--- src/rtl/trap_seq_pkg.sv ---
// Shared constants, trap-class helpers and state type for the entry sequencer.
// Assumes the bit layout of the status word given by the STAT_* constants.
package trap_seq_pkg;

    localparam int STAT_Q     = 3;   // state-collection enable
    localparam int STAT_M     = 4;   // machine-check mask
    localparam int STAT_W     = 5;   // wide mode
    localparam int VEC_MCHECK = 1;   // high-priority machine check vector
    localparam int NUM_SHADOW = 7;

    typedef enum logic [1:0] {
        SEQ_IDLE  = 2'd0,
        SEQ_FETCH = 2'd1,
        SEQ_DONE  = 2'd2
    } seq_state_t;

    // True for trap classes that record the faulting instruction word.
    function automatic logic captures_insn(input int vec);
        return ((vec >= 12) && (vec <= 22)) || ((vec >= 26) && (vec <= 28));
    endfunction

    // General register copied into shadow slot k.
    function automatic int shadow_src(input int k);
        case (k)
            0:       return 1;
            1:       return 8;
            2:       return 9;
            3:       return 16;
            4:       return 17;
            5:       return 24;
            default: return 25;
        endcase
    endfunction

endpackage

--- src/rtl/trap_class_decode.sv ---
// Classifies a vector number: machine-check flag and instruction-capture flag.
// Purely combinational; assumes vector numbers fit in VEC_W bits.
module trap_class_decode #(
    parameter int VEC_W = 6
) (
    input  logic [VEC_W-1:0] vec,
    output logic             is_mcheck,
    output logic             need_insn
);
    import trap_seq_pkg::*;

    // Decode the class of the requested vector.
    always_comb begin
        is_mcheck = (int'(vec) == VEC_MCHECK);
        need_insn = captures_insn(int'(vec));
    end
endmodule

--- src/rtl/trap_vector_calc.sv ---
// Handler entry address: base plus 32 times the vector, back offset 4 beyond.
// Assumes XLEN >= VEC_W + 5; results wrap modulo 2^XLEN.
module trap_vector_calc #(
    parameter int XLEN  = 32,
    parameter int VEC_W = 6
) (
    input  logic [XLEN-1:0]  base,
    input  logic [VEC_W-1:0] vec,
    output logic [XLEN-1:0]  front,
    output logic [XLEN-1:0]  back
);
    localparam int PAD = XLEN - VEC_W - 5;

    // Scale the vector by the 32-byte slot size and add the base.
    always_comb begin
        front = base + {{PAD{1'b0}}, vec, 5'b00000};
        back  = front + XLEN'(4);
    end
endmodule

--- src/rtl/trap_shadow_bank.sv ---
// Seven shadow registers loaded in one edge from fixed general registers.
// Assumes the register file is presented flat, register n at [XLEN*n +: XLEN].
module trap_shadow_bank #(
    parameter int XLEN = 32,
    parameter int NGPR = 32
) (
    input  logic                                      clk,
    input  logic                                      rst_n,
    input  logic                                      load,
    input  logic [NGPR*XLEN-1:0]                      gpr_file,
    output logic [trap_seq_pkg::NUM_SHADOW*XLEN-1:0]  shadow_out
);
    import trap_seq_pkg::*;

    logic unused_gpr;
    assign unused_gpr = ^gpr_file;

    for (genvar k = 0; k < NUM_SHADOW; k++) begin : g_slot
        localparam int SRC = shadow_src(k);
        // Capture one source register into its slot on load.
        always_ff @(posedge clk) begin
            if (!rst_n)
                shadow_out[k*XLEN +: XLEN] <= '0;
            else if (load)
                shadow_out[k*XLEN +: XLEN] <= gpr_file[SRC*XLEN +: XLEN];
        end
    end
endmodule

--- src/rtl/trap_entry_seq.sv ---
// Interruption entry sequencer. On an accepted request it saves the status
// word and address queues, loads a fresh status word and the handler address,
// and, with collection enabled, shadows registers and fetches the faulting
// instruction. Assumes SPACE_W is even and fetch_ack is a one-cycle strobe.
module trap_entry_seq #(
    parameter int XLEN    = 32,
    parameter int SPACE_W = 64,
    parameter int VEC_W   = 6,
    parameter int INSN_W  = 32,
    parameter int NGPR    = 32,
    parameter bit WIDE    = 1'b0
) (
    input  logic                     clk,
    input  logic                     rst_n,
    input  logic                     req_valid,
    input  logic [VEC_W-1:0]         req_vector,
    input  logic [XLEN-1:0]          cur_status,
    input  logic [XLEN-1:0]          front_off,
    input  logic [XLEN-1:0]          back_off,
    input  logic [SPACE_W-1:0]       front_space,
    input  logic [SPACE_W-1:0]       back_space,
    input  logic [XLEN-1:0]          vec_base,
    input  logic [NGPR*XLEN-1:0]     gpr_file,
    input  logic                     fetch_ack,
    input  logic                     fetch_err,
    input  logic [INSN_W-1:0]        fetch_data,
    output logic                     fetch_req,
    output logic [XLEN-1:0]          fetch_addr,
    output logic                     busy,
    output logic                     done,
    output logic [XLEN-1:0]          status_out,
    output logic [XLEN-1:0]          saved_status,
    output logic [SPACE_W/2-1:0]     isq_front,
    output logic [SPACE_W/2-1:0]     isq_back,
    output logic [XLEN-1:0]          ioq_front,
    output logic [XLEN-1:0]          ioq_back,
    output logic [INSN_W-1:0]        iir,
    output logic [7*XLEN-1:0]        shadow_regs,
    output logic [XLEN-1:0]          new_front_off,
    output logic [XLEN-1:0]          new_back_off,
    output logic [SPACE_W-1:0]       new_front_space,
    output logic [SPACE_W-1:0]       new_back_space
);
    import trap_seq_pkg::*;

    localparam int HALF = SPACE_W / 2;

    seq_state_t      state;
    logic            accept;
    logic            collect;
    logic            is_mcheck;
    logic            need_insn;
    logic [XLEN-1:0] fresh_status;
    logic [XLEN-1:0] vec_front;
    logic [XLEN-1:0] vec_back;
    logic            unused_low;

    assign unused_low = ^{front_space[HALF-1:0], back_space[HALF-1:0]};

    trap_class_decode #(.VEC_W(VEC_W)) u_decode (
        .vec       (req_vector),
        .is_mcheck (is_mcheck),
        .need_insn (need_insn)
    );

    trap_vector_calc #(.XLEN(XLEN), .VEC_W(VEC_W)) u_vector (
        .base  (vec_base),
        .vec   (req_vector),
        .front (vec_front),
        .back  (vec_back)
    );

    trap_shadow_bank #(.XLEN(XLEN), .NGPR(NGPR)) u_shadow (
        .clk        (clk),
        .rst_n      (rst_n),
        .load       (accept && collect),
        .gpr_file   (gpr_file),
        .shadow_out (shadow_regs)
    );

    // Handshake view of the sequencer state.
    always_comb begin
        busy      = (state != SEQ_IDLE);
        done      = (state == SEQ_DONE);
        fetch_req = (state == SEQ_FETCH);
        accept    = req_valid && (state == SEQ_IDLE);
        collect   = cur_status[STAT_Q];
    end

    // Fresh status word: wide-mode and machine-check bits only.
    always_comb begin
        fresh_status         = '0;
        fresh_status[STAT_W] = WIDE;
        fresh_status[STAT_M] = is_mcheck;
    end

    // State sequencing across accept, optional fetch and completion.
    always_ff @(posedge clk) begin
        if (!rst_n) begin
            state <= SEQ_IDLE;
        end else begin
            case (state)
                SEQ_IDLE:  if (accept)
                               state <= (collect && need_insn) ? SEQ_FETCH : SEQ_DONE;
                SEQ_FETCH: if (fetch_ack)
                               state <= SEQ_DONE;
                default:   state <= SEQ_IDLE;
            endcase
        end
    end

    // Save architectural state and load the redirected state on acceptance.
    always_ff @(posedge clk) begin
        if (!rst_n) begin
            saved_status    <= '0;
            status_out      <= '0;
            isq_front       <= '0;
            isq_back        <= '0;
            ioq_front       <= '0;
            ioq_back        <= '0;
            new_front_off   <= '0;
            new_back_off    <= '0;
            new_front_space <= '0;
            new_back_space  <= '0;
            fetch_addr      <= '0;
        end else if (accept) begin
            saved_status    <= cur_status;
            status_out      <= fresh_status;
            isq_front       <= front_space[SPACE_W-1:HALF];
            isq_back        <= back_space[SPACE_W-1:HALF];
            ioq_front       <= front_off;
            ioq_back        <= back_off;
            new_front_off   <= vec_front;
            new_back_off    <= vec_back;
            new_front_space <= '0;
            new_back_space  <= '0;
            fetch_addr      <= {front_off[XLEN-1:2], 2'b00};
        end
    end

    // Record the fetched instruction, or zero on a failed fetch.
    always_ff @(posedge clk) begin
        if (!rst_n)
            iir <= '0;
        else if (state == SEQ_FETCH && fetch_ack)
            iir <= fetch_err ? '0 : fetch_data;
    end
endmodule

--- config.mk ---
export PLATFORM = sky130hd
export DESIGN_NAME = trap_entry_seq
export DESIGN_NICKNAME = d
export VERILOG_FILES = /design/src/rtl/trap_seq_pkg.sv /design/src/rtl/trap_class_decode.sv /design/src/rtl/trap_vector_calc.sv /design/src/rtl/trap_shadow_bank.sv /design/src/rtl/trap_entry_seq.sv
export SDC_FILE = /design/constraint.sdc
export NUM_CORES = 1
export LEC_CHECK = 0
export ABC_AREA = 0
export BUFFER_PORTS_ARGS = -buffer_cell sky130_fd_sc_hd__buf_2
export CAP_MARGIN = 20
export CORE_AREA = 3 3 777 779
export DETAILED_ROUTE_END_ITERATION = 12
export DIE_AREA = 0 0 780 782
export PLACE_DENSITY = 0.3
export SLEW_MARGIN = 40
export SYNTH_ARGS = -nofsm -noshare
export SYNTH_HDL_FRONTEND = slang
export SYNTH_SLANG_ARGS = --single-unit
--- constraint.sdc ---
create_clock -name clk -period 7.21 [get_ports clk]
set_input_delay 1.0815 -clock clk [delete_from_list [all_inputs] [get_ports clk]]
set_output_delay 1.0815 -clock clk [all_outputs]
set_load 0.01 [all_outputs]
==> flow_summary.ini, run 1 <==
[outcome]
status = complete, no violations

[clock_tree]
path_clk_slew_ns = 0.05
cts_tree = done
clk_latency_ns = 0.84
cts_num_sinks = 481
cts_buffer_depth = 4
cts_resized = 0
holdBufCountCts = 0
root_buffer = clkbuf_16
htreeDepth = 3
cts_buffers = 81
postCtsSetupBuffers = 0

[placed_design]
dpl.hpwl_mm = 212.8
port_buffers = 972
gp_congestion = 0.7816

[worst_setup_path]
crit_type = input pin to flop
reg2reg_from = state[1]
crit_start = req_vector[0]
crit_fanout = 10
cp-end-kind = flop
cp-start-kind = input pin
cp.required_ns = 7.86
cp.arrival_ns = 4.86

[timing]
hold_viol_final = 0
setup_violations = 0
fin_crit_sh_pct = 58.40
setup_tns_ns = 0
tightest_slew_ns = 0.9345
relSlewSlack_pct = 37.70
clock_skew_ns = 0.07261
period_minus_slack_ns = 4.211
rsz0062_at_grt = no
drv_slew = 0
whs_ns = 0.4492
fmaxAchievable_ghz = 0.2375

[global_routing]
grt_overflow = 0
grt_pass1_wl_mm = 284.8
track_usage_pct = 7.630
antenna_found_initial = 245
grt_max_degree = 128
grt_pass1_vias = 19650

[logic_synthesis]
synth_cell_types = 64
synth_ff_type = dfxtp_1
async_flop_share_pct = 0
synth_edf_count = 0
synth_area_um2 = 19410
synth_warnings = 0
avgSynthCellArea_um2 = 7.847
ys_ff_latch = 481
yosysTopAreaCellShare_pct = 49.60
yosysTopAreaCell = dfxtp_1
postSynthCellCount = 2474
synth_area_leaders = dfxtp_1 50%, nand2_1 16%, a21oi_1 11%, buf_4 7.5%, clkbuf_1 3.0%
synth-seq-area-share_pct = 49.60

[final_layout]
final_common_cell = buf_2
final_cell_mix = 972 x buf_2, 825 x nand2_1, 481 x dfxtp_1
utilization_pct = 5.986
fin_nets = 4674
syn2layout_area_growth_pct = 84.31
drive_above_1_share_pct = 33.25
nFillCells = 71130

[drt]
via_count = 21110
wirelength_mm = 242.1
antenna_left = 0
drtPass1Iterations = 5
post_drt_wl_per_cell_um = 21.14
drt-initial-drc-count = 985
detail_route.vias_per_cell = 1.843
drc = 0

[pwr]
powerDensity_nw_per_um2 = 229.0
vdd_ir_drop_max_uv = 154.6
p_leak_nw = 12.60

[min_path]
hold_start = new_front_off[11]
hold_path.class = flop to flop

[die]
start_util_pct = 3.248
die_area_um2 = 610000
pin_count = 1998
design.core.area_um2 = 597700
die-width_um = 780
die_y_um = 782
fp-row-count = 284

[job]
drv_cap = 0
[worst max-delay path, cell delays in order]
cell and delay [ns]:
buf_2 0.14, ha_1 0.25, fa_1 0.41, a21o_1 0.23, a221oi_2 0.57, xnor2_2 0.32, nand4b_4 0.19, or4b_1 0.75
or4b_4 0.63, a211o_1 0.27
[area by class of cell]
class                   count  area [um^2]  area share [%]
multi-input cells        1786         8302           23.20
flip-flops and latches    481         9629           26.91
inverters                   5        26.28         0.07344
clock buffers             112         2283           6.382
diodes                     43        107.6          0.3007
repair buffers            988         5116           14.30
well taps                8008        10020           28.00
clock inverters            26        295.3          0.8253
[final timing paths]
check	endpoint	slack (ns)	depth (start not counted)
max	new_back_off[28]	3.00	10
min	new_front_off[11]	0.45	2
max reg2reg	saved_status[14]	4.10	6
min reg2reg	new_front_off[11]	0.45	2
[synthesized netlist by cell type (2+ instances only)]
master and n:
a211o_1 2, a211oi_1 27, a211oi_2 2, a21o_1 3, a21oi_1 443, and2_1 3, and3_1 8, and4_1 2
buf_1 8, buf_2 4, buf_4 195, clkbuf_1 155, dfxtp_1 481, ha_1 7, inv_1 4, nand2_1 828
nand2b_1 3, nand3_1 33, nand3b_1 4, nand4_1 8, nand4b_1 2, nor2_1 81, nor2b_1 6, nor3_1 14
nor3b_1 35, nor4_1 7, nor4b_1 3, o211a_1 4, o211ai_1 3, o21a_1 2, o21ai_0 15, o21ai_1 3
o22ai_1 2, o31ai_1 2, or2_2 2, or3_1 6, or4_1 3, or4b_1 2, xnor2_1 23, xor2_1 15
[stage by stage]
| stage | std cells | total power [mW] | setup slack, ns | cell area, um^2 |
|---|---|---|---|---|
| finish | 11450 | 8.194 | 2.999 | 35780 |
| global route | 11430 | 8.643 | 2.823 | 35730 |
| CTS | 11410 | 8.505 | 3.066 | 35670 |
| detailed placement | 11270 | 4.319 | 2.195 | 33090 |
| global placement | 11270 | 4.315 | 2.033 | 33050 |
| floorplan | 2634 | 3.526 | 2.889 | 20010 |
[cell families after synthesis]
group / share of synthesized area (%)
AOI/OAI and AO/OA: 14.55
xor gates and xnor gates: 1.714
adders and majority gates: 0.5543
buffers and inverters: 10.89
DFF: 49.60
muxes: 0.1096
other: 0.01932
and+or+nand+nor: 22.56
[state kept, by name, indices dropped and copies added (netlist names)]
name,flops
isq_back,32
state,2
ioq_front,32
new_front_off,32
isq_front,32
iir,32
saved_status,32
u_shadow.shadow_out,224
ioq_back,32
new_back_off,30
status_out,1
[where the power goes]
part	total, mW	leakage [nW]	switching, mW	internal, mW
Clock	4.00	1.25	1.65	2.35
Sequential	2.89	3.94	0.0775	2.82
Combinational	1.30	7.42	0.946	0.350
Total	8.19	12.6	2.68	5.52
[per-layer routing]
| layer | vias to the layer above | wire length [um] | global-route usage (%) |
|---|---|---|---|
| met5 | - | 831 | 0 |
| met2 | 1322 | 102300 | 11.68 |
| met3 | 462 | 58700 | 8.613 |
| met1 | 9624 | 75160 | 6.764 |
| li1 | 9571 | - | - |
| met4 | 126 | 5076 | 1.339 |
No activity file was read; power rests on OpenSTA's default activity.
==> inputs of run 2 (changes only) <==
CORE_AREA = 3 3 785 787   (was 3 3 777 779)
DIE_AREA = 0 0 788 790   (was 0 0 780 782)
clock period = 3.63 ns   (was 7.21 ns; I/O delays follow)
==> run 2 against run 1 <==
Compared with the run above:
- worst setup slack got worse by 2.5 ns
- die area rose by 2.1%
- final cell count rose by 5.2%
- highest routed layer unchanged
- sequential power rose by 99%
- critical path type unchanged
- count of clock-buffer cells in the layout fell by 3
- clock power rose by 98%
- clock skew fell by 0.013 ns
- sequential share of layout area fell by 2.8 points
==> flow_summary.ini, run 2 (synthesis gave the netlist of run 1 again) <==
[clock_tree]
holdBufCountCts = 322
root_buffer = clkbuf_16
cts_num_sinks = 481
path_clk_slew_ns = 0.06
cts_resized = 0
cts_buffer_depth = 4
cts_tree = done
clk_latency_ns = 0.79
postCtsSetupBuffers = 0
cts_buffers = 77
htreeDepth = 3

[drt]
drtPass1Iterations = 5
via_count = 22300
antenna_left = 0
post_drt_wl_per_cell_um = 19.30
wirelength_mm = 232.3
detail_route.vias_per_cell = 1.852
drc = 0
drt-initial-drc-count = 1231

[min_path]
hold_depth = 3
hold_path.class = input pin to flop
hold_start = back_space[48]
worstHoldEndpoint = isq_back[16]

[final_layout]
drive_above_1_share_pct = 31.85
syn2layout_area_growth_pct = 106.1
final_common_cell = buf_2
multiInputGateArea_um2 = 8315
seq_area_um2 = 9629
final_cell_mix = 972 x buf_2, 825 x nand2_1, 481 x dfxtp_1
largest_reg_flops = 224
fin_nets = 5073
nFillCells = 72070
regMostFlops = u_shadow.shadow_out
final_cells = 12040

[worst_setup_path]
cp.arrival_ns = 3.78
cpMaxStageDelayCell = or4b_1
r2r_end = new_back_off[23]
cpPeakStageDelay_ns = 0.64
critical_path.top_delay_family = simple AND/OR/NAND/NOR gates
crit_chain = buf_2, ha_1, fa_2, a21o_1, a221oi_4, xnor2_2, nand4b_4, or4b_1, buf_4, nor4_1, buf_4, or3_1, nand3_1
crit_fanout = 6
path_common_cell = buf_4
cp.required_ns = 4.31
cp-end-kind = flop
reg2reg_from = state[1]
reg2reg_slack_ns = 1.00
crit_cells = 13
path_buf_inv = 3
cp-start-kind = input pin
crit_type = input pin to flop
reg2regPathDepth = 6
crit_start = vec_base[5]

[die]
die_area_um2 = 622500
die-width_um = 788
start_util_pct = 3.182
pin_count = 1998
design.core.area_um2 = 610100
fp-row-count = 287
die_y_um = 790

[global_routing]
track_usage_pct = 7.142
antenna_found_initial = 212
grt_pass1_vias = 21270
grt_max_degree = 123
grt_pass1_wl_mm = 276.8
grt_overflow = 0

[timing]
clock_skew_ns = 0.05948
fmaxAchievable_ghz = 0.3228
setup_violations = 0
hold_viol_final = 0
relSlewSlack_pct = 44.68
period_minus_slack_ns = 3.097
rsz0062_at_grt = no
tightest_slew_ns = 0.8281
fin_crit_sh_pct = 85.33
setup_tns_ns = 0
drv_slew = 0

[placed_design]
dpl.hpwl_mm = 204.3
dpl.cell_count = 11430
gp_congestion = 0.8018
port_buffers = 972

[pwr]
powerDensity_nw_per_um2 = 418.8
vdd_ir_drop_max_uv = 277.8
p_leak_nw = 14.37
total_power_mw = 16.76

[outcome]
status = complete, no violations

[job]
drv_cap = 0
## run 2: cell types whose count changed in the layout (fill, tap and decap cells not counted), moves of 3 or more
cell	change
inv_6	+4
buf_6	-3
bufinv_16	+3
clkbuf_8	+3
clkinvlp_4	-5
dlygate4sd3_1	+322
diode_2	+108
buf_4	+80
clkbuf_16	-4
buf_12	+5
## run 2: per-stage QoR
step	worst slack (ns)	instance area [um^2]	utilization (%)	hold slack, ns
6_report	0.5325	40010	6.559	0.08221
5_1_grt	0.4642	39790	6.522	0.03853
4_1_cts	0.6174	39640	6.497	0.002656
3_5_place_dp	-0.2694	33850	5.548	0.4429
3_3_place_gp	-0.3006	33850	5.548	0.4412
2_1_floorplan	0.01693	20030	-	0.4761
## run 2: final cells by class
cell class              count  area share, %
well taps                8092          25.30
repair buffers           1391          22.44
clock inverters            24         0.8630
clock buffers             109          5.541
flip-flops and latches    481          24.06
inverters                   5        0.06566
multi-input cells        1786          20.78
diodes                    151         0.9443
## run 2: worst register-to-register path: stages, from the launching register on
cell	delay, ns
dfxtp_1	0.32
nor2_1	0.43
and2_4	0.44
buf_4	0.38
nand2_1	0.45
or3_1	0.48
nand3_1	0.08
## run 2: worst max path at each step
stage / slack (ns) / endpoint
global route: 0.46 / new_back_off[30]
CTS: 0.62 / new_back_off[30]
global placement: -0.30 / new_back_off[30]
detailed placement: -0.27 / new_back_off[30]
floorplan: 0.02 / new_back_off[28]
finish: 0.53 / new_back_off[30]
## run 2: per-layer routing
metal / routed length, um / track usage [%]
met5: 356 / 0
met4: 10080 / 2.832
met3: 31690 / 4.145
met2: 92770 / 10.05
met1: 97410 / 8.817
## run 2: power breakdown
group	leakage [nW]	internal [mW]	total, mW	switching [mW]
sequential	3.94	5.59	5.76	0.166
clock	1.26	4.75	7.92	3.16
combinational	9.17	0.998	3.09	2.09
